File: src/rtl/nls_pkg.sv
package nls_pkg;
    localparam int DEF_NCTRL = 3;
    localparam int DEF_DEPTH = 16;
    localparam int DEF_CW    = 24;
    localparam int DEF_RW    = 8;

    function automatic int sel_bits(int n);
        return (n > 1) ? $clog2(n) : 1;
    endfunction
endpackage

File: src/rtl/nls_ctrl.sv
module nls_ctrl #(
    parameter int CW    = nls_pkg::DEF_CW,
    parameter int RW    = nls_pkg::DEF_RW,
    parameter int DEPTH = nls_pkg::DEF_DEPTH,
    parameter int NCTRL = nls_pkg::DEF_NCTRL,
    parameter logic [CW-1:0] MASK = '1,
    localparam int IDX_W = $clog2(DEPTH),
    localparam int SEL_W = nls_pkg::sel_bits(NCTRL)
) (
    input  logic             clk,
    input  logic             rst_n,
    input  logic             stall,
    input  logic             start,
    input  logic             wr_en,
    input  logic             wr_outer,
    input  logic [IDX_W-1:0] wr_addr,
    input  logic [CW-1:0]    wr_word,
    input  logic [RW-1:0]    wr_count,
    input  logic             wr_wait,
    input  logic [SEL_W-1:0] wr_wsel,
    input  logic             wr_mark,
    input  logic             wr_last,
    input  logic [NCTRL-1:0] status_all,
    output logic [CW-1:0]    field,
    output logic             busy,
    output logic             status
);
    typedef struct packed {
        logic [CW-1:0]    word;
        logic [RW-1:0]    count;
        logic             wait_en;
        logic [SEL_W-1:0] wsel;
        logic             mark;
        logic             last;
    } entry_t;

    typedef struct packed {
        logic [IDX_W-1:0] pc;
        logic [RW-1:0]    rep;
        logic [RW-1:0]    outer;
        logic [RW-1:0]    ocfg;
        logic             active;
        logic             status;
    } state_t;

    entry_t prog_q [DEPTH];
    state_t st_d, st_q;
    entry_t cur;
    logic [RW:0] cnt_eff;
    logic [2**SEL_W-1:0] st_pad;
    logic go;

    always_ff @(posedge clk) begin
        if (wr_en && !wr_outer) begin
            prog_q[wr_addr] <= '{word: wr_word, count: wr_count, wait_en: wr_wait,
                                 wsel: wr_wsel, mark: wr_mark, last: wr_last};
        end
    end

    always_comb begin
        st_d    = st_q;
        field   = '0;
        cur     = prog_q[st_q.pc];
        cnt_eff = (cur.count == '0) ? (RW+1)'(1) : {1'b0, cur.count};
        st_pad  = '0;
        st_pad[NCTRL-1:0] = status_all;
        go = st_q.active && !stall && (!cur.wait_en || st_pad[cur.wsel]);

        if (wr_en && wr_outer) begin
            st_d.ocfg = wr_count;
        end

        if (start) begin
            st_d.active = 1'b1;
            st_d.pc     = '0;
            st_d.rep    = '0;
            st_d.outer  = st_q.ocfg;
            st_d.status = 1'b0;
        end else if (go) begin
            field = cur.word & MASK;
            if (cur.mark) begin
                st_d.status = 1'b1;
            end
            if ({1'b0, st_q.rep} + (RW+1)'(1) == cnt_eff) begin
                st_d.rep = '0;
                if (cur.last || st_q.pc == IDX_W'(DEPTH-1)) begin
                    if (st_q.outer > RW'(1)) begin
                        st_d.outer = st_q.outer - RW'(1);
                        st_d.pc    = '0;
                    end else begin
                        st_d.active = 1'b0;
                    end
                end else begin
                    st_d.pc = st_q.pc + IDX_W'(1);
                end
            end else begin
                st_d.rep = st_q.rep + RW'(1);
            end
        end
    end

    always_ff @(posedge clk or negedge rst_n) begin
        if (!rst_n) begin
            st_q      <= '0;
            st_q.ocfg <= RW'(1);
        end else begin
            st_q <= st_d;
        end
    end

    assign busy   = st_q.active;
    assign status = st_q.status;

    assert_rep_bound_R2: assert property (@(posedge clk) disable iff (!rst_n)
        st_q.active |-> ({1'b0, st_q.rep} < cnt_eff));

    assert_idle_quiet_R4: assert property (@(posedge clk) disable iff (!rst_n)
        !st_q.active |-> field == '0);

    assert_blocked_quiet_R7: assert property (@(posedge clk) disable iff (!rst_n)
        (cur.wait_en && !st_pad[cur.wsel]) |-> field == '0);

    assert_status_sticky_R8: assert property (@(posedge clk) disable iff (!rst_n)
        (st_q.status && !start) |=> st_q.status);

    assert_stall_hold_R9: assert property (@(posedge clk) disable iff (!rst_n)
        (stall && !start) |=> ($stable(st_q.pc) && $stable(st_q.rep) && $stable(st_q.outer)));
endmodule

File: src/rtl/nls_merge.sv
module nls_merge #(
    parameter int NCTRL = nls_pkg::DEF_NCTRL,
    parameter int CW    = nls_pkg::DEF_CW
) (
    input  logic                clk,
    input  logic                rst_n,
    input  logic [NCTRL*CW-1:0] fields,
    output logic [CW-1:0]       merged
);
    logic [CW-1:0] merged_d, merged_q;

    always_comb begin
        merged_d = '0;
        for (int k = 0; k < NCTRL; k++) begin
            merged_d = merged_d | fields[k*CW +: CW];
        end
    end

    always_ff @(posedge clk or negedge rst_n) begin
        if (!rst_n) merged_q <= '0;
        else        merged_q <= merged_d;
    end

    assign merged = merged_q;
endmodule

File: src/rtl/nls_sequencer.sv
module nls_sequencer #(
    parameter int NCTRL = nls_pkg::DEF_NCTRL,
    parameter int DEPTH = nls_pkg::DEF_DEPTH,
    parameter int CW    = nls_pkg::DEF_CW,
    parameter int RW    = nls_pkg::DEF_RW,
    parameter logic [NCTRL*CW-1:0] FIELD_MASKS = {24'hFF0000, 24'h00FF00, 24'h0000FF},
    localparam int IDX_W = $clog2(DEPTH),
    localparam int SEL_W = nls_pkg::sel_bits(NCTRL)
) (
    input  logic             clk,
    input  logic             rst_n,
    input  logic             stall,
    input  logic [NCTRL-1:0] start,
    input  logic             wr_en,
    input  logic [SEL_W-1:0] wr_sel,
    input  logic             wr_outer,
    input  logic [IDX_W-1:0] wr_addr,
    input  logic [CW-1:0]    wr_word,
    input  logic [RW-1:0]    wr_count,
    input  logic             wr_wait,
    input  logic [SEL_W-1:0] wr_wsel,
    input  logic             wr_mark,
    input  logic             wr_last,
    output logic [CW-1:0]    ctrl_word,
    output logic [NCTRL-1:0] busy,
    output logic [NCTRL-1:0] status
);
    logic [NCTRL*CW-1:0] fields;

    for (genvar k = 0; k < NCTRL; k++) begin : g_ctrl
        nls_ctrl #(
            .CW(CW), .RW(RW), .DEPTH(DEPTH), .NCTRL(NCTRL),
            .MASK(FIELD_MASKS[k*CW +: CW])
        ) i_ctrl (
            .clk        (clk),
            .rst_n      (rst_n),
            .stall      (stall),
            .start      (start[k]),
            .wr_en      (wr_en && (wr_sel == SEL_W'(k))),
            .wr_outer   (wr_outer),
            .wr_addr    (wr_addr),
            .wr_word    (wr_word),
            .wr_count   (wr_count),
            .wr_wait    (wr_wait),
            .wr_wsel    (wr_wsel),
            .wr_mark    (wr_mark),
            .wr_last    (wr_last),
            .status_all (status),
            .field      (fields[k*CW +: CW]),
            .busy       (busy[k]),
            .status     (status[k])
        );
    end

    nls_merge #(.NCTRL(NCTRL), .CW(CW)) i_merge (
        .clk    (clk),
        .rst_n  (rst_n),
        .fields (fields),
        .merged (ctrl_word)
    );

    assert_stall_blank_R9: assert property (@(posedge clk) disable iff (!rst_n)
        stall |=> ctrl_word == '0);

    assert_idle_blank_R10: assert property (@(posedge clk) disable iff (!rst_n)
        (busy == '0) |=> ctrl_word == '0);
endmodule

File: config.mk
export PLATFORM = sky130hd
export DESIGN_NAME = nls_sequencer
export DESIGN_NICKNAME = d
export VERILOG_FILES = /design/src/rtl/nls_pkg.sv /design/src/rtl/nls_ctrl.sv /design/src/rtl/nls_merge.sv /design/src/rtl/nls_sequencer.sv
export SDC_FILE = /design/constraint.sdc
export NUM_CORES = 1
export LEC_CHECK = 0
export BUFFER_PORTS_ARGS = -buffer_cell sky130_fd_sc_hd__buf_4
export CAP_MARGIN = 10
export CORE_MARGIN = 3
export CORE_UTILIZATION = 59
export CTS_BUF_LIST = sky130_fd_sc_hd__clkbuf_4
export DETAILED_ROUTE_END_ITERATION = 10
export PLACE_DENSITY = 0.82
export SYNTH_ARGS = -nofsm -noshare
export SYNTH_HDL_FRONTEND = slang
export SYNTH_HIERARCHICAL = 1
export SYNTH_SLANG_ARGS = --single-unit
File: constraint.sdc
create_clock -name clk -period 3.72 [get_ports clk]
set_clock_uncertainty 0.2 [all_clocks]
set_input_delay 0.372 -clock clk [delete_from_list [all_inputs] [get_ports clk]]
set_output_delay 0.372 -clock clk [all_outputs]
set_load 0.005 [all_outputs]
==> metrics <==
run status=complete, but fails checks; failing checks=negative setup slack; P per Cell Area=~470 mW/mm²; Crit path top cell by count=buf_4; Clock Latency Late Sink=approximately 1.1 ns; placed insts=between 3000 and 4000; fin crit share=1.008; setup ws final=-0.02955 ns; Yosys top cell area share=0.6611; CP endpoint kind=flip-flop; layout cells sized above 1=0.3434; Initial DRT Pass Iterations=6; hpwl dp=59.80 mm; Int Pwr=roughly 20000 µW; Clock transition at path regs=around 0.07 ns; Final Power=~25000 µW; Slew @ Worst Pin=between 0.9 and 1 ns; via count=between 20000 and 30000; Peak VDD IR=around 0.33 mV; Tightest Hold Check Type=in2reg; post-synthesis cell area=about 0.046 mm²; CTS Buffer Depth=4; nets@finish=between 2000 and 3000; minimum hold slack=0.1340 ns; root buf cell=clkbuf_4; most frequent cell after synthesis=edfxtp_1; DR WL/cell=around 26 µm; CP max-delay cell=dlygate4sd3_1; met3 usage=0.06135; Die Width=~280 µm; Max-Cap Viols=0; Syn-to-layout area delta=15.35%; RSZ-0062 raised after global routing=yes; first-pass GRT wire length=around 160 mm; number of H-tree levels=5; Clk pwr share=0.403; dominant cell type by area after synthesis=edfxtp_1; GRT Resource Usage Total=0.2719; dominant cells by area after synthesis=edfxtp_1 (66%), mux4_2 (12%), dfrtp_1 (6.1%); switching power=between 5000 and 6000 µW; Final Setup Violations=3; Reg power frac=0.564; grt total ovfl=0; initial antenna violation count=4; Final Util=0.6907; Setup WS pre-CTS=-0.1974 ns; total CTS buffers=between 200 and 300; Setup CP Type=reg2reg; met2 Use GR=0.4474; post-synthesis sequential area ratio=0.7235; Final ANT Viol Nets=0; vias in the first global route=27020; Logic pwr share=0.033; Async S/R FF share, synth=0.1016; Slew HR=0.3328; max incr delay on CP=between 0.5 and 0.6 ns; DRT Wirelength=roughly 110 mm; initial core utilization=0.5988; Critical Path RT=between 4 and 5 ns; Setup crit start kind=flip-flop; Max Slew Vio Count=0; final non-filler cell total=4125; I/O pin cnt=81; Mean Syn Cell Area=roughly 19 µm²; Die Span Y=about 280 µm; Worst Path Arrival=roughly 4.6 ns; largest net degree at the start of global routing=78; 1st-iter DRT viols=between 3000 and 4000; Num Clock Sinks=about 1100; EDFF count, synth=around 1000; critical path peak fanout=9; vias per cell=approximately 6.3; # port buffers=80; commonest cells in the netlist=edfxtp_1 (1008), mux4_2 (252), dfrtp_1 (111), nor2_1 (89), nand2_1 (88); Synth Flop Type=edfxtp_1; fmax=266.7 MHz; DRC viols=0; met1 Usage GRT=0.3550; CTS tree=built; Die ar.=about 0.08 mm²; synthesized flop and latch total=roughly 1100; gpl congestion=between 0.8 and 0.9; Ys Warns=6; distinct cell type count after synthesis=100; GRT busiest layer=met2; core footprint=0.07645 mm²; Net Sw Frac=0.2164; number of hold violations in the final report=0; minimum clock period=about 3.7 ns; critical-path cell list=buf_2 > buf_4 > mux4_2 > a22o_1 > or3_1 > a22oi_1 > o311a_4 > buf_4 > a21oi_1 > nor2_1 > dlygate4sd3_1; # rows=between 100 and 150; cells after synthesis=2400; leakage=between 0.015 and 0.02 µW
power by group through the flow:
stage	sequential [µW]	clock [µW]	combinational, µW
floorplan	14300	0	365
global placement	14300	0	664
detailed placement	14300	0	718
CTS	14000	10200	798
global route	14000	10900	888
finish	14000	10000	819
cell usage in the layout (no fill, tap or decap), types with 41 or more instances in the layout:
cell	count
buf_4	220
dlygate4sd3_1	85
clkinv_1	60
nor2_1	52
conb_1	48
clkbuf_4	410
mux4_2	253
or3_1	43
dfrtp_1	101
edfxtp_1	1008
mux2i_1	70
nand2_1	88
mux2_2	41
layout make-up:
cell class,count,area (µm²)
Sequential cell,1122,33150
Fill cell,4603,23640
Multi-Input combinational cell,1132,12000
Clock buffer,410,3078
Timing Repair Buffer,320,2785
Tap cell,1030,1289
Clock inverter,75,376.6
Inverter,31,116.4
Antenna cell,5,12.51
stage by stage:
stage	setup TNS (ns)	area [µm²]
5_1_grt	-0.5107	52800
3_3_place_gp	-0.08069	48200
6_report	-0.03700	52810
2_1_floorplan	0	45960
4_1_cts	0	52550
3_5_place_dp	-1.097	48200
repair_timing:
action / CTS / global route
buffers inserted: 1 / 18
setup endpoints to repair: 9 / 46
endpoints found under the hold margin: 2105 / 0
pin swaps: 0 / 3
gates cloned: 0 / 0
resized for setup: 4 / 24
hold buffers: 86 / 0
metal layers:
| metal | part of all wire | vias up |
|---|---|---|
| met4 | 0.033 | 0 |
| met5 | 0 | - |
| met2 | 0.50 | 1654 |
| met3 | 0.10 | 289 |
| met1 | 0.36 | 13170 |
| li1 | - | 10890 |
critical path: cells and delay by family, from the launching register on:
kind,cells,cell delay (ns)
AO/OA/AOI/OAI,4,0.95
multiplexers,1,0.51
AND/OR/NAND/NOR,2,0.46
flip-flops,1,0.42
buffers and inverters,4,1.17
flip-flops by register name, indices dropped and copies added, names as in the netlist:
signal	cells
g_ctrl.i_ctrl/busy	3
g_ctrl.i_ctrl/prog_q	1008
g_ctrl.i_ctrl/st_q	84
g_ctrl.i_ctrl/status	3
i_merge/merged	24
cell families after synthesis:
logic type | after synthesis | share of synthesized area
AOI/OAI and AO/OA | 213 | 0.03351
and+or+nand+nor | 452 | 0.05370
DFF | 1122 | 0.7235
buffers and inverters | 191 | 0.02342
muxes | 379 | 0.1570
other | 3 | 0.0002459
adders and majority gates | 12 | 0.003279
xor gates and xnor gates | 28 | 0.005356
final timing paths:
| kind | start | to | slack (ns) | cells past startpoint |
|---|---|---|---|---|
| worst max-delay path | g_ctrl[2].i_ctrl/st_q[28] | g_ctrl[2].i_ctrl/status | -0.03 | 11 |
| worst min-delay path | start[1] | g_ctrl[1].i_ctrl/st_q[11] | 0.13 | 4 |
| worst max register to register | g_ctrl[2].i_ctrl/st_q[28] | g_ctrl[2].i_ctrl/status | -0.03 | 11 |
| worst min register to register | g_ctrl[0].i_ctrl/st_q[5] | g_ctrl[0].i_ctrl/st_q[13] | 0.30 | 2 |
| max in group asynchronous | rst_n | g_ctrl[2].i_ctrl/st_q[26] | 2.50 | 4 |
| min in group asynchronous | rst_n | g_ctrl[1].i_ctrl/st_q[2] | 0.27 | 3 |
Power figures use the tool's default switching activity.
